### config.mk
export PLATFORM = sky130hd
export DESIGN_NAME = txid_cpl_top
export DESIGN_NICKNAME = d
export VERILOG_FILES = /design/src/rtl/txid_pkg.sv /design/src/rtl/txid_classify.sv /design/src/rtl/txid_id_reg.sv /design/src/rtl/txid_cpl_fsm.sv /design/src/rtl/txid_cpl_top.sv
export SDC_FILE = /design/constraint.sdc
export NUM_CORES = 1
export LEC_CHECK = 0
export BUFFER_PORTS_ARGS = -buffer_cell sky130_fd_sc_hd__buf_2
export CAP_MARGIN = 20
export CORE_AREA = 4 4 79 81
export DETAILED_ROUTE_END_ITERATION = 16
export DIE_AREA = 0 0 83 85
export GPL_TIMING_DRIVEN = 0
export MAX_ROUTING_LAYER = met4
export PLACE_DENSITY = 0.83
export SLEW_MARGIN = 25
export SYNTH_ARGS = -nofsm -noshare
export SYNTH_HDL_FRONTEND = slang
export SYNTH_SLANG_ARGS = --single-unit
### constraint.sdc
create_clock -name clk -period 3.8 [get_ports clk]
set_input_delay 0.19 -clock clk [delete_from_list [all_inputs] [get_ports clk]]
set_output_delay 0.19 -clock clk [all_outputs]
set_load 0.005 [all_outputs]
### src/rtl/txid_pkg.sv
package txid_pkg;
    typedef enum logic [2:0] {
        K_MEM_RD  = 3'd0,
        K_MEM_WR  = 3'd1,
        K_CFG_RD0 = 3'd2,
        K_CFG_WR0 = 3'd3,
        K_MSG     = 3'd4,
        K_IO_RD   = 3'd5,
        K_IO_WR   = 3'd6,
        K_VMSG    = 3'd7
    } req_kind_e;

    localparam logic [2:0] CST_SC = 3'b000;
    localparam logic [2:0] CST_UR = 3'b001;

    typedef struct packed {
        logic needs_cpl;
        logic supported;
        logic with_data;
        logic learns_id;
    } kind_info_t;

    typedef enum logic {
        S_IDLE = 1'b0,
        S_HOLD = 1'b1
    } cpl_state_e;
endpackage

### src/rtl/txid_classify.sv
module txid_classify
    import txid_pkg::*;
(
    input  logic [2:0] kind,
    output kind_info_t info
);
    always_comb begin
        info = '0;
        unique case (req_kind_e'(kind))
            K_MEM_RD:  info = '{needs_cpl: 1'b1, supported: 1'b1, with_data: 1'b1, learns_id: 1'b0};
            K_CFG_RD0: info = '{needs_cpl: 1'b1, supported: 1'b1, with_data: 1'b1, learns_id: 1'b0};
            K_CFG_WR0: info = '{needs_cpl: 1'b1, supported: 1'b1, with_data: 1'b0, learns_id: 1'b1};
            K_IO_RD:   info = '{needs_cpl: 1'b1, supported: 1'b0, with_data: 1'b0, learns_id: 1'b0};
            K_IO_WR:   info = '{needs_cpl: 1'b1, supported: 1'b0, with_data: 1'b0, learns_id: 1'b0};
            K_MEM_WR:  info = '{needs_cpl: 1'b0, supported: 1'b1, with_data: 1'b0, learns_id: 1'b0};
            K_MSG:     info = '{needs_cpl: 1'b0, supported: 1'b1, with_data: 1'b0, learns_id: 1'b0};
            K_VMSG:    info = '{needs_cpl: 1'b0, supported: 1'b0, with_data: 1'b0, learns_id: 1'b0};
            default:   info = '0;
        endcase
    end
endmodule

### src/rtl/txid_id_reg.sv
module txid_id_reg #(
    parameter int BUS_W = 8,
    parameter int DEV_W = 5
) (
    input  logic             clk,
    input  logic             rst_n,
    input  logic             load,
    input  logic [BUS_W-1:0] bus_in,
    input  logic [DEV_W-1:0] dev_in,
    output logic [BUS_W-1:0] bus_q,
    output logic [DEV_W-1:0] dev_q
);
    always_ff @(posedge clk) begin
        if (!rst_n) begin
            bus_q <= '0;
            dev_q <= '0;
        end else if (load) begin
            bus_q <= bus_in;
            dev_q <= dev_in;
        end
    end

    // numbers move only on a load, and take the loaded value
    a_r2_hold_without_load: assert property (@(posedge clk) disable iff (!rst_n)
        !load |=> ($stable(bus_q) && $stable(dev_q)));
    a_r2_take_on_load: assert property (@(posedge clk) disable iff (!rst_n)
        load |=> (bus_q == $past(bus_in) && dev_q == $past(dev_in)));
endmodule

### src/rtl/txid_cpl_fsm.sv
module txid_cpl_fsm
    import txid_pkg::*;
#(
    parameter int BUS_W  = 8,
    parameter int DEV_W  = 5,
    parameter int FN_W   = 3,
    parameter int TAG_W  = 8,
    parameter int ATTR_W = 2,
    parameter int TC_W   = 3,
    localparam int ID_W  = BUS_W + DEV_W + FN_W
) (
    input  logic              clk,
    input  logic              rst_n,
    input  logic              req_valid,
    output logic              req_ready,
    input  kind_info_t        info,
    input  logic [ID_W-1:0]   req_rid,
    input  logic [TAG_W-1:0]  req_tag,
    input  logic [ATTR_W-1:0] req_attr,
    input  logic [TC_W-1:0]   req_tc,
    input  logic [BUS_W-1:0]  cfg_bus,
    input  logic [DEV_W-1:0]  cfg_dev,
    input  logic [BUS_W-1:0]  bus_q,
    input  logic [DEV_W-1:0]  dev_q,
    input  logic [FN_W-1:0]   func_num,
    output logic              id_load,
    output logic              cpl_valid,
    input  logic              cpl_ready,
    output logic [ID_W-1:0]   cpl_cid,
    output logic [ID_W-1:0]   cpl_rid,
    output logic [TAG_W-1:0]  cpl_tag,
    output logic [ATTR_W-1:0] cpl_attr,
    output logic [TC_W-1:0]   cpl_tc,
    output logic [2:0]        cpl_status,
    output logic              cpl_has_data
);
    cpl_state_e state_q, state_d;
    logic       accept;
    logic       take_np;

    assign accept  = req_valid && req_ready;
    assign take_np = accept && info.needs_cpl;
    assign id_load = accept && info.learns_id;

    always_ff @(posedge clk) begin
        if (!rst_n) state_q <= S_IDLE;
        else        state_q <= state_d;
    end

    always_comb begin
        state_d = state_q;
        unique case (state_q)
            S_IDLE:  if (take_np) state_d = S_HOLD;
            S_HOLD:  if (cpl_ready) state_d = S_IDLE;
            default: state_d = S_IDLE;
        endcase
    end

    always_comb begin
        req_ready = (state_q == S_IDLE);
        cpl_valid = (state_q == S_HOLD);
    end

    always_ff @(posedge clk) begin
        if (!rst_n) begin
            cpl_cid      <= '0;
            cpl_rid      <= '0;
            cpl_tag      <= '0;
            cpl_attr     <= '0;
            cpl_tc       <= '0;
            cpl_status   <= CST_SC;
            cpl_has_data <= 1'b0;
        end else if (take_np) begin
            cpl_cid      <= info.learns_id ? {cfg_bus, cfg_dev, func_num}
                                           : {bus_q, dev_q, func_num};
            cpl_rid      <= req_rid;
            cpl_tag      <= req_tag;
            cpl_attr     <= req_attr;
            cpl_tc       <= req_tc;
            cpl_status   <= info.supported ? CST_SC : CST_UR;
            cpl_has_data <= info.supported && info.with_data;
        end
    end

    // a non-posted acceptance yields a descriptor next cycle
    a_r8_valid_follows_np: assert property (@(posedge clk) disable iff (!rst_n)
        take_np |=> cpl_valid);
    // no intake while a descriptor is pending
    a_r8_no_intake_busy: assert property (@(posedge clk) disable iff (!rst_n)
        cpl_valid |-> !req_ready);
    // posted acceptance in idle never raises valid
    a_r6_posted_silent: assert property (@(posedge clk) disable iff (!rst_n)
        (accept && !info.needs_cpl) |=> !cpl_valid);
    // descriptor frozen under backpressure
    a_r9_hold_stable: assert property (@(posedge clk) disable iff (!rst_n)
        (cpl_valid && !cpl_ready) |=> (cpl_valid && $stable(cpl_cid) && $stable(cpl_rid)
            && $stable(cpl_tag) && $stable(cpl_attr) && $stable(cpl_tc)
            && $stable(cpl_status) && $stable(cpl_has_data)));
    // handshake retires the descriptor
    a_r9_release: assert property (@(posedge clk) disable iff (!rst_n)
        (cpl_valid && cpl_ready) |=> !cpl_valid);
    // an unsupported completion never carries data
    a_r7_ur_no_data: assert property (@(posedge clk) disable iff (!rst_n)
        (cpl_valid && cpl_status == CST_UR) |-> !cpl_has_data);
endmodule

### src/rtl/txid_cpl_top.sv
module txid_cpl_top
    import txid_pkg::*;
#(
    parameter int BUS_W  = 8,
    parameter int DEV_W  = 5,
    parameter int FN_W   = 3,
    parameter int TAG_W  = 8,
    parameter int ATTR_W = 2,
    parameter int TC_W   = 3,
    localparam int ID_W  = BUS_W + DEV_W + FN_W
) (
    input  logic              clk,
    input  logic              rst_n,
    input  logic [FN_W-1:0]   func_num,
    input  logic              req_valid,
    output logic              req_ready,
    input  logic [2:0]        req_kind,
    input  logic [ID_W-1:0]   req_rid,
    input  logic [TAG_W-1:0]  req_tag,
    input  logic [ATTR_W-1:0] req_attr,
    input  logic [TC_W-1:0]   req_tc,
    input  logic [BUS_W-1:0]  req_cfg_bus,
    input  logic [DEV_W-1:0]  req_cfg_dev,
    output logic [ID_W-1:0]   own_req_id,
    output logic              cpl_valid,
    input  logic              cpl_ready,
    output logic [ID_W-1:0]   cpl_cid,
    output logic [ID_W-1:0]   cpl_rid,
    output logic [TAG_W-1:0]  cpl_tag,
    output logic [ATTR_W-1:0] cpl_attr,
    output logic [TC_W-1:0]   cpl_tc,
    output logic [2:0]        cpl_status,
    output logic              cpl_has_data
);
    kind_info_t       info;
    logic             id_load;
    logic [BUS_W-1:0] bus_q;
    logic [DEV_W-1:0] dev_q;

    txid_classify u_cls (
        .kind (req_kind),
        .info (info)
    );

    txid_id_reg #(.BUS_W(BUS_W), .DEV_W(DEV_W)) u_id (
        .clk    (clk),
        .rst_n  (rst_n),
        .load   (id_load),
        .bus_in (req_cfg_bus),
        .dev_in (req_cfg_dev),
        .bus_q  (bus_q),
        .dev_q  (dev_q)
    );

    txid_cpl_fsm #(
        .BUS_W(BUS_W), .DEV_W(DEV_W), .FN_W(FN_W),
        .TAG_W(TAG_W), .ATTR_W(ATTR_W), .TC_W(TC_W)
    ) u_fsm (
        .clk          (clk),
        .rst_n        (rst_n),
        .req_valid    (req_valid),
        .req_ready    (req_ready),
        .info         (info),
        .req_rid      (req_rid),
        .req_tag      (req_tag),
        .req_attr     (req_attr),
        .req_tc       (req_tc),
        .cfg_bus      (req_cfg_bus),
        .cfg_dev      (req_cfg_dev),
        .bus_q        (bus_q),
        .dev_q        (dev_q),
        .func_num     (func_num),
        .id_load      (id_load),
        .cpl_valid    (cpl_valid),
        .cpl_ready    (cpl_ready),
        .cpl_cid      (cpl_cid),
        .cpl_rid      (cpl_rid),
        .cpl_tag      (cpl_tag),
        .cpl_attr     (cpl_attr),
        .cpl_tc       (cpl_tc),
        .cpl_status   (cpl_status),
        .cpl_has_data (cpl_has_data)
    );

    // the outbound requester ID is the stored identity plus the function
    assign own_req_id = {bus_q, dev_q, func_num};

    // a non-learning completion reports the identity that was published
    a_r4_cid_matches_id: assert property (@(posedge clk) disable iff (!rst_n)
        (req_valid && req_ready && info.needs_cpl && !info.learns_id)
            |=> (cpl_cid == $past(own_req_id)));
endmodule

### Word level (Yosys, flattened, before mapping)

Memory sizes are Yosys's and may differ from the RTL's.
Index checks and enable logic that the tools add are counted.

* bits in registers: 63
* latch bits: 0
* memory bits (writable): 0
* bits in read-only memories: 32
* input bits: 52
* output and inout bits: 67
* word-level logic and storage cells: 21
* memories kept: 1

Memory list
* (no name shown): words 8, width 4, rd ports 1, clocked after memory_dff 0, write ports 0, line txid_classify.sv:9 `unique case (req_kind_e'(kind))`

* add/subtract/negate cells: 0
* $mul: 0
* div/mod/pow operators: 0
* $lt $le $gt $ge: 0
* equality and inequality tests: 0
* shifts and indexed selects: 0
* mux-type cells: 5
* bitwise gates (word level): 1
* reduce and logical (&&, ||, !) cells: 4

Operators with widths (number)
* $mux 16: 1
* $logic_and 1x1->1: 4
* $mux 1: 3
* $pmux 1 s2: 1
* $not 1->1: 1

### Longest topological paths before layout

Gate-level depths: netlist of the first run.

* depth after elaboration: 5
* gate-level depth with buffers: 8
* gate-level depth less buffers: 5

### By module

From an unflattened synthesis of the first run, not the netlist that was laid out.

* cells, all modules: 275
* area total of the unflattened synthesis: 2546.2 um^2

Modules (own cells, without submodules)
* txid_cpl_fsm: instances 1, cells each 218, area each 1930.6 um^2, sequential area each 960.9 um^2
* txid_id_reg: instances 1, cells each 42, area each 506.7 um^2, sequential area each 260.2 um^2
* txid_classify: instances 1, cells each 12, area each 86.3 um^2, sequential area each 0.0 um^2
* txid_cpl_top: instances 1, cells each 3, area each 22.5 um^2, sequential area each 0.0 um^2

### Worst setup path after synthesis of the first run

No wires, ideal clock.

* kind: input port to flip-flop
* start point: input port req_kind[1]
* end point: register u_fsm.cpl_has_data
* library setup time: 0.072 ns
* arrival: 1.375 ns
* data required time: 3.728 ns
* slack: 2.354 ns
* cell stages on the path: 8
* buffers on the path: 3
* cell sequence: inv_1 ha_1 or2_1 buf_6 a21oi_1 buf_4 buf_8 mux2i_1

* cells in the longest elaborated chain, start to end: 2
* elaborated cells between the ends (all ways): 3
* classes of those cells: reduce/logical: 2; memory: 1

Ends and longest elaborated chain
* from (decl): line txid_cpl_top.sv:17 `input logic [2:0] req_kind,`
* $mem_v2 8x4 (*)
* $logic_and 1x1->1, on equally long branches: line txid_cpl_fsm.sv:81, txid_cpl_fsm.sv:42
* to (signal assigned): line txid_cpl_fsm.sv:81 `cpl_has_data <= info.supported && info.with_data;`
* to (decl): line txid_cpl_fsm.sv:35 `output logic cpl_has_data`

Mark *: on every way between the ends. The rest lies on a longest branch, timed or not.
A chain may end at the register's enable or synchronous reset.

### Final worst setup path of the first run

* start point: register u_fsm.state_q, in the netlist u_fsm.cpl_valid
* end point: register u_fsm.cpl_cid[8]

* cells in the longest elaborated chain, start to end: 3

Ends and longest elaborated chain
* from (decl): line txid_cpl_fsm.sv:37 `cpl_state_e state_q, state_d;`
* from (signal assigned): line txid_cpl_fsm.sv:47 `else state_q <= state_d;`
* $not 1->1: line txid_cpl_fsm.sv:60 `req_ready = (state_q == S_IDLE);`
* $logic_and 1x1->1: line txid_cpl_fsm.sv:41 `assign accept = req_valid && req_ready;`
* $logic_and 1x1->1: line txid_cpl_fsm.sv:42 `assign take_np = accept && info.needs_cpl;`
* to (signal assigned): line txid_cpl_fsm.sv:74 `cpl_cid <= info.learns_id ? {cfg_bus, cfg_dev, func_num}`
* to (decl): line txid_cpl_fsm.sv:29 `output logic [ID_W-1:0] cpl_cid,`

Every way passes these cells.

==> results.py, run 1 <==
metrics = {
    "worst_setup_path": {
        "arrival_ns": 1.83,
        "launch_point_of_the_worst_reg_to_reg_path": "u_fsm.cpl_valid",
        "worst-endpoint-required_ns": 4.06,
        "worstSetupEndpoint": "u_fsm.cpl_cid[8]",
        "crit_path_start": "u_fsm.cpl_valid",
        "category_of_the_worst_setup_path_launch_point": "register",
        "cp-end-kind": "register",
        "timing.reg2reg.setup_slack_ns": 2.24,
        "reg2reg_to": "u_fsm.cpl_cid[8]",
        "timing.critical_path.fanout_max": 10,
        "reg2reg_depth": 5,
        "critPathKind": "reg2reg",
    },
    "floorplan": {
        "start_util_pct": 49.9,
        "ios": 119,
        "chipWidth_um": 83,
        "die_height_um": 85,
        "placement_rows": 27,
        "design.die.area_um2": 7060,
        "fp.coreArea_um2": 5470,
    },
    "placed_design": {
        "detailed_place.area_um2": 3410,
        "port_buffers": 116,
        "detailedPlace.worstSlack_ns": 2.10,
        "place.detailed.instances": 491,
        "place_congestion": 0.812,
        "dp_hpwl_um": 5460,
    },
    "job": {
        "maxCapViolations": 0,
    },
    "power": {
        "comb_power_share_pct": 14.3,
        "power_per_cell_area_nw_per_um2": 391,
        "total_leakage_power_nw": 1.67,
        "ir_worst_vdd_mv": 0.292,
        "clockPowerShare_pct": 36.7,
        "p_seq_share_pct": 49.0,
        "p_switching_mw": 0.365,
        "internal_power_mw": 1.03,
        "design_power_total_mw": 1.40,
        "share_of_total_power_consumed_by_net_switching_pct": 26.1,
    },
    "synth": {
        "synth-async-reset-ratio_pct": 0,
        "syn_avg_cell_area_um2": 9.04,
        "synth_compound_area_share_pct": 9.07,
        "number_of_enable_type_register_cells_in_the_synthesized_netlist": 0,
        "post_synth_xor_area_fraction_pct": 0,
        "post-synth-top-area-cell": "sky130_fd_sc_hd__dfxtp_1",
        "muxShareOfSynthArea_pct": 16.9,
        "postSynthCellCount": 302,
        "synth_simple_gate_area_share_pct": 20.4,
        "post_synth_main_area_contributors": "sky130_fd_sc_hd__dfxtp_1 45%, sky130_fd_sc_hd__mux2i_1 17%, sky130_fd_sc_hd__nand2_1 13%",
        "post_synth_num_cell_types": 27,
        "yosysWarnings": 0,
        "synthesis.area_um2": 2730,
        "postSynthRegisterBits": 61,
        "yosys_most_used_dff": "sky130_fd_sc_hd__dfxtp_1",
        "synth_top_family_by_area": "simple AND/OR/NAND/NOR gates",
        "synth_top_area_share_pct": 44.7,
        "synth.yosys.seq_area_share_pct": 44.7,
        "synth_fa_ha_area_share_pct": 1.37,
    },
    "cts": {
        "clock_pin_transition_on_the_worst_setup_and_hold_timing_paths_ns": 0.07,
        "clkLatencyLatePin_ns": 0.33,
        "postCtsResizedCells": 0,
        "cts.path.max_buffers": 2,
        "postCtsSetupBuffers": 0,
        "cts_hold_repair.buffers": 0,
        "cts_tree": "yes",
        "cts.htree.levels": 3,
        "cts_root_buf": "sky130_fd_sc_hd__clkbuf_8",
        "cts_inserted_buffers": 9,
        "cts_sinks": 61,
    },
    "routing": {
        "drtIter0Drc": 123,
        "drt-wirelength-per-cell_um": 14.2,
        "vias": 2617,
        "drt_first_pass_iters": 5,
        "detail-route-antenna-nets": 0,
        "drt_drc_violations_left": 0,
        "wl_um": 7220,
        "via_per_inst": 5.16,
    },
    "sta": {
        "grt_setup_unrepaired": "no",
        "timing.final.max_slew_violations": 0,
        "finalSetupViolCount": 0,
        "fin_ws_ns": 2.24,
        "tightestPinTransition_ns": 0.517,
        "timing.slew.headroom_pct": 65.6,
        "finalHoldViolations": 0,
        "hold_ws_ns": 0.103,
        "final_min_period_over_clock_period_pct": 41.2,
        "fin_crit_ns": 1.56,
        "timing.setup.tns_ns": 0,
        "fin_clk_skew_ns": 0.0117,
        "max_freq_mhz": 639,
    },
    "layout": {
        "final_util_pct": 65.5,
        "finalNonFillerCells": 507,
        "nFillCells": 492,
        "num-nets-final": 485,
        "drive_above_1_share_pct": 35.6,
        "antenna-diode-count": 0,
        "stdcell_area_um2": 3580,
        "area_growth_from_synthesis_to_layout_pct": 31.2,
    },
    "grt": {
        "grt_pass1_vias": 2607,
        "number_of_antenna_violations_at_the_first_check_in_global_routing": 0,
        "wire_length_of_the_first_global_routing_pass_um": 12000,
        "groute.usage.overall_pct": 21.3,
        "maximum_number_of_pins_on_one_net_before_global_route_repair": 11,
        "globalRouteOverflowTotal": 0,
    },
    "outcome": {
        "outcome": "finished, final reports clean",
    },
    "min_path": {
        "min-delay-path-class": "in2reg",
    },
}
## critical path, cell delays in order, from the launching register on
cell                       delay (ns)
sky130_fd_sc_hd__dfxtp_1         0.38
sky130_fd_sc_hd__nand2b_1        0.12
sky130_fd_sc_hd__clkbuf_1        0.30
sky130_fd_sc_hd__clkbuf_1        0.43
sky130_fd_sc_hd__nand3_1         0.17
sky130_fd_sc_hd__o211ai_2        0.10
## logic make-up after synthesis
kind of cell / after synthesis
buf+inv: 34
compound gates: 30
mux: 46
simple gates: 127
fa+ha+maj: 3
flops: 61
other cells: 1
## cell type report
class / instances / area [µm²] / share of cell area [%]
Sequential cell: 61 / 1220 / 34.1
Multi-Input combinational cell: 208 / 1310 / 36.5
Tap cell: 72 / 90.1 / 2.51
Timing Repair Buffer: 116 / 581 / 16.2
Clock buffer: 13 / 159 / 4.43
Buffer: 30 / 189 / 5.27
Inverter: 4 / 15.0 / 0.419
Clock inverter: 3 / 20.0 / 0.558
## cells in the mapped netlist (2+ instances only)
cell type and instances:
sky130_fd_sc_hd__o211ai_1 3, sky130_fd_sc_hd__o211ai_2 10, sky130_fd_sc_hd__dfxtp_1 61, sky130_fd_sc_hd__a21oi_1 14
sky130_fd_sc_hd__buf_8 3, sky130_fd_sc_hd__mux2i_1 46, sky130_fd_sc_hd__nand2_1 93, sky130_fd_sc_hd__buf_6 2
sky130_fd_sc_hd__buf_4 7, sky130_fd_sc_hd__clkbuf_1 17, sky130_fd_sc_hd__nand3_1 13, sky130_fd_sc_hd__inv_1 4
sky130_fd_sc_hd__ha_1 3, sky130_fd_sc_hd__nand4_1 13
## worst min path at each step
stage	start	end	slack (ns)	cells past startpoint
after global placement	req_rid[6]	u_fsm.cpl_rid[6]	0.44	3
after global routing	req_tag[7]	u_fsm.cpl_tag[7]	0.09	3
after detailed placement	u_fsm.cpl_tc[0]	u_fsm.cpl_tc[0]	0.45	2
final	req_cfg_bus[5]	u_id.bus_q[5]	0.10	3
after floorplan	req_cfg_bus[0]	u_id.bus_q[0]	0.33	2
after CTS	req_tag[7]	u_fsm.cpl_tag[7]	0.09	3
## sequential cells by signal (all words and copies together), names as in the netlist
signal,flops
u_id.bus_q,8
u_fsm.cpl_tag,8
u_id.dev_q,5
u_fsm.cpl_has_data,1
u_fsm.cpl_valid,1
u_fsm.cpl_cid,16
u_fsm.cpl_attr,2
u_fsm.cpl_tc,3
u_fsm.cpl_rid,16
u_fsm.cpl_status,1
## power groups by stage
stage	sequential (mW)	combinational, mW	clock [mW]
6_report	0.686	0.200	0.514
3_3_place_gp	0.698	0.196	0
4_1_cts	0.686	0.201	0.528
3_5_place_dp	0.700	0.201	0
5_1_grt	0.689	0.220	0.560
2_1_floorplan	0.702	0.111	0
## metal layers
metal | share of wire [%] | routed length, µm | GRT usage [%] | vias up
met2 | 48 | 3470 | 34.9 | 106
li1 | - | - | - | 1276
met4 | 1.7 | 121 | 7.58 | 0
met3 | 6.9 | 498 | 6.21 | 8
met1 | 43 | 3130 | 25.1 | 1227
met5 | 0 | 0 | - | -
## placed cells by master, fill, tap and decap left out, drive strengths merged, types with 2 or more instances in the layout
cell type and count:
clkbuf 30, mux2i 46, nand4 13, dfxtp 61
buf 129, inv 4, ha 3, clkinvlp 2
a21oi 14, nand3 13, nand2 93, o211ai 13
conb 2
Power figures use the tool's default switching activity.
==> run 2, diff against run 1 <==
CORE_AREA = 4 4 82 84   (was 4 4 79 81)
DIE_AREA = 0 0 86 88   (was 0 0 83 85)
PLACE_DENSITY = 0.77   (was 0.83)
clock period = 1.5 ns   (was 3.8 ns; I/O delays follow)
==> run 2 against run 1 <==
Sequential share of layout area down 4.2 points. Clock power rose to 3.1 times the previous value. Core utilization up 3.5 points. Sequential cell count unchanged.
==> results.py, run 2 (same netlist as run 1, synthesis figures left out) <==
metrics = {
    "outcome": {
        "outcome": "finished, final reports clean",
    },
    "layout": {
        "antenna-diode-count": 0,
        "most_frequent_standard_cell_in_the_layout_excluding_fill_and_tap_cells": "sky130_fd_sc_hd__buf_2",
        "drive_above_1_share_pct": 33.4,
        "largestRegisters": "u_fsm.cpl_cid: 16 flops, u_fsm.cpl_rid: 16 flops",
        "num-nets-final": 529,
        "stdcell_area_um2": 4090,
        "final_cell_mix": "117 x sky130_fd_sc_hd__buf_2, 93 x sky130_fd_sc_hd__nand2_1, 61 x sky130_fd_sc_hd__dfxtp_1",
        "final_util_pct": 69.0,
        "finalNonFillerCells": 554,
        "area_growth_from_synthesis_to_layout_pct": 49.6,
    },
    "floorplan": {
        "fp.coreArea_um2": 5920,
        "chipWidth_um": 86,
        "start_util_pct": 46.1,
        "die_height_um": 88,
        "placement_rows": 28,
        "design.die.area_um2": 7570,
        "ios": 119,
    },
    "power": {
        "power_per_cell_area_nw_per_um2": 968,
        "design_power_total_mw": 3.96,
        "ir_worst_vdd_mv": 0.651,
        "total_leakage_power_nw": 1.88,
    },
    "cts": {
        "cts_tree": "yes",
        "clkLatencyLatePin_ns": 0.34,
        "cts.path.max_buffers": 2,
        "cts.htree.levels": 3,
        "cts_sinks": 61,
        "clock_pin_transition_on_the_worst_setup_and_hold_timing_paths_ns": 0.07,
        "cts_root_buf": "sky130_fd_sc_hd__clkbuf_8",
        "cts_inserted_buffers": 9,
    },
    "worst_setup_path": {
        "cp-end-kind": "register",
        "reg2reg_depth": 4,
        "worstSetupEndpoint": "u_id.dev_q[2]",
        "launch_point_of_the_worst_reg_to_reg_path": "u_fsm.cpl_valid",
        "reg2reg_to": "u_id.dev_q[2]",
        "timing.reg2reg.setup_slack_ns": 0.16,
        "critPathKind": "reg2reg",
        "category_of_the_worst_setup_path_launch_point": "register",
        "crit_path_start": "u_fsm.cpl_valid",
        "worst-endpoint-required_ns": 1.77,
        "timing.critical_path.fanout_max": 10,
        "arrival_ns": 1.61,
    },
    "routing": {
        "drt_first_pass_iters": 4,
        "wl_um": 8090,
        "detail-route-antenna-nets": 0,
        "vias": 2756,
        "drt_drc_violations_left": 0,
        "via_per_inst": 4.97,
        "drtIter0Drc": 136,
        "drt-wirelength-per-cell_um": 14.6,
    },
    "sta": {
        "finalSetupViolCount": 0,
        "fin_crit_ns": 1.34,
        "final_min_period_over_clock_period_pct": 89.2,
        "max_freq_mhz": 748,
        "timing.final.max_slew_violations": 0,
        "fin_clk_skew_ns": 0.00611,
        "grt_setup_unrepaired": "no",
        "timing.slew.headroom_pct": 66.1,
        "fin_ws_ns": 0.162,
        "tightestPinTransition_ns": 0.509,
        "finalHoldViolations": 0,
    },
    "grt": {
        "groute.usage.overall_pct": 22.8,
        "grt_pass1_vias": 2744,
        "number_of_antenna_violations_at_the_first_check_in_global_routing": 0,
        "maximum_number_of_pins_on_one_net_before_global_route_repair": 12,
        "wire_length_of_the_first_global_routing_pass_um": 13100,
        "globalRouteOverflowTotal": 0,
    },
    "placed_design": {
        "port_buffers": 116,
        "detailedPlace.worstSlack_ns": -0.108,
        "place_congestion": 0.741,
        "detailed_place.area_um2": 3410,
        "dp_hpwl_um": 5360,
        "place.detailed.instances": 494,
    },
    "min_path": {
        "min-delay-path-class": "in2reg",
    },
    "job": {
        "maxCapViolations": 0,
    },
}
[run 2: cell count changes in the layout (fill, tap and decap cells not counted), sizes merged]
cell,delta
buf,+1
bufinv,+2
clkbuf,-5
clkinv,+3
clkinvlp,-2
dlygate4sd3,+45
[run 2: per-layer routing]
metal / routed length (µm) / up-vias / GRT usage [%]
li1: - / 1363 / -
met1: 3400 / 1277 / 26.5
met2: 3960 / 97 / 38.0
met3: 507 / 19 / 4.33
met4: 219 / 0 / 10.4
met5: 0 / - / -
[run 2: report_power, final]
group          leakage [nW]  total (mW)  internal (mW)  switching (mW)
Combinational          1.28       0.612          0.320           0.292
Clock                 0.110        1.61          0.936           0.673
Sequential            0.496        1.74           1.69          0.0420
[run 2: how the worst min path moves through the flow]
stage / start / endpoint / slack [ns] / cells past startpoint
after detailed placement: req_rid[1] / u_fsm.cpl_rid[1] / 0.33 / 3
after global routing: cpl_ready / u_fsm.cpl_valid / 0.06 / 3
after global placement: req_rid[15] / u_fsm.cpl_rid[15] / 0.32 / 3
final: cpl_ready / u_fsm.cpl_valid / 0.05 / 3
after CTS: cpl_ready / u_fsm.cpl_valid / 0.04 / 3
after floorplan: req_cfg_bus[0] / u_id.bus_q[0] / 0.21 / 2
[run 2: critical path, cell delays in order, from the launching register on]
cell,delay [ns]
sky130_fd_sc_hd__dfxtp_1,0.39
sky130_fd_sc_hd__nand4bb_1,0.22
sky130_fd_sc_hd__clkbuf_1,0.40
sky130_fd_sc_hd__nand2_1,0.10
sky130_fd_sc_hd__a21oi_1,0.15
[run 2: repair_timing]
action | 4_1_cts | 5_1_grt
setup buffers | 1 | 0
hold endpoints to repair | 45 | 0
endpoints found under the setup margin | 14 | 50
pin swaps | 0 | 0
hold buffers | 45 | 0
resized for setup | 2 | 2
[run 2: per-stage QoR]
| stage | hold slack [ns] | setup TNS, ns |
|---|---|---|
| global placement | 0.323 | -1.14 |
| global route | 0.0565 | 0 |
| finish | 0.0506 | 0 |
| CTS | 0.0372 | 0 |
| detailed placement | 0.330 | -2.05 |
| floorplan | 0.211 | 0 |
[run 2: final cells by class]
type / count / area [µm²]
fillers: 487 / 1830
multi-input cells: 208 / 1320
flip-flops and latches: 61 / 1220
repair buffers: 162 / 1040
plain buffers: 28 / 186
clock buffers: 10 / 128
well taps: 75 / 93.8
clock inverters: 6 / 87.6
inverters: 4 / 15.0
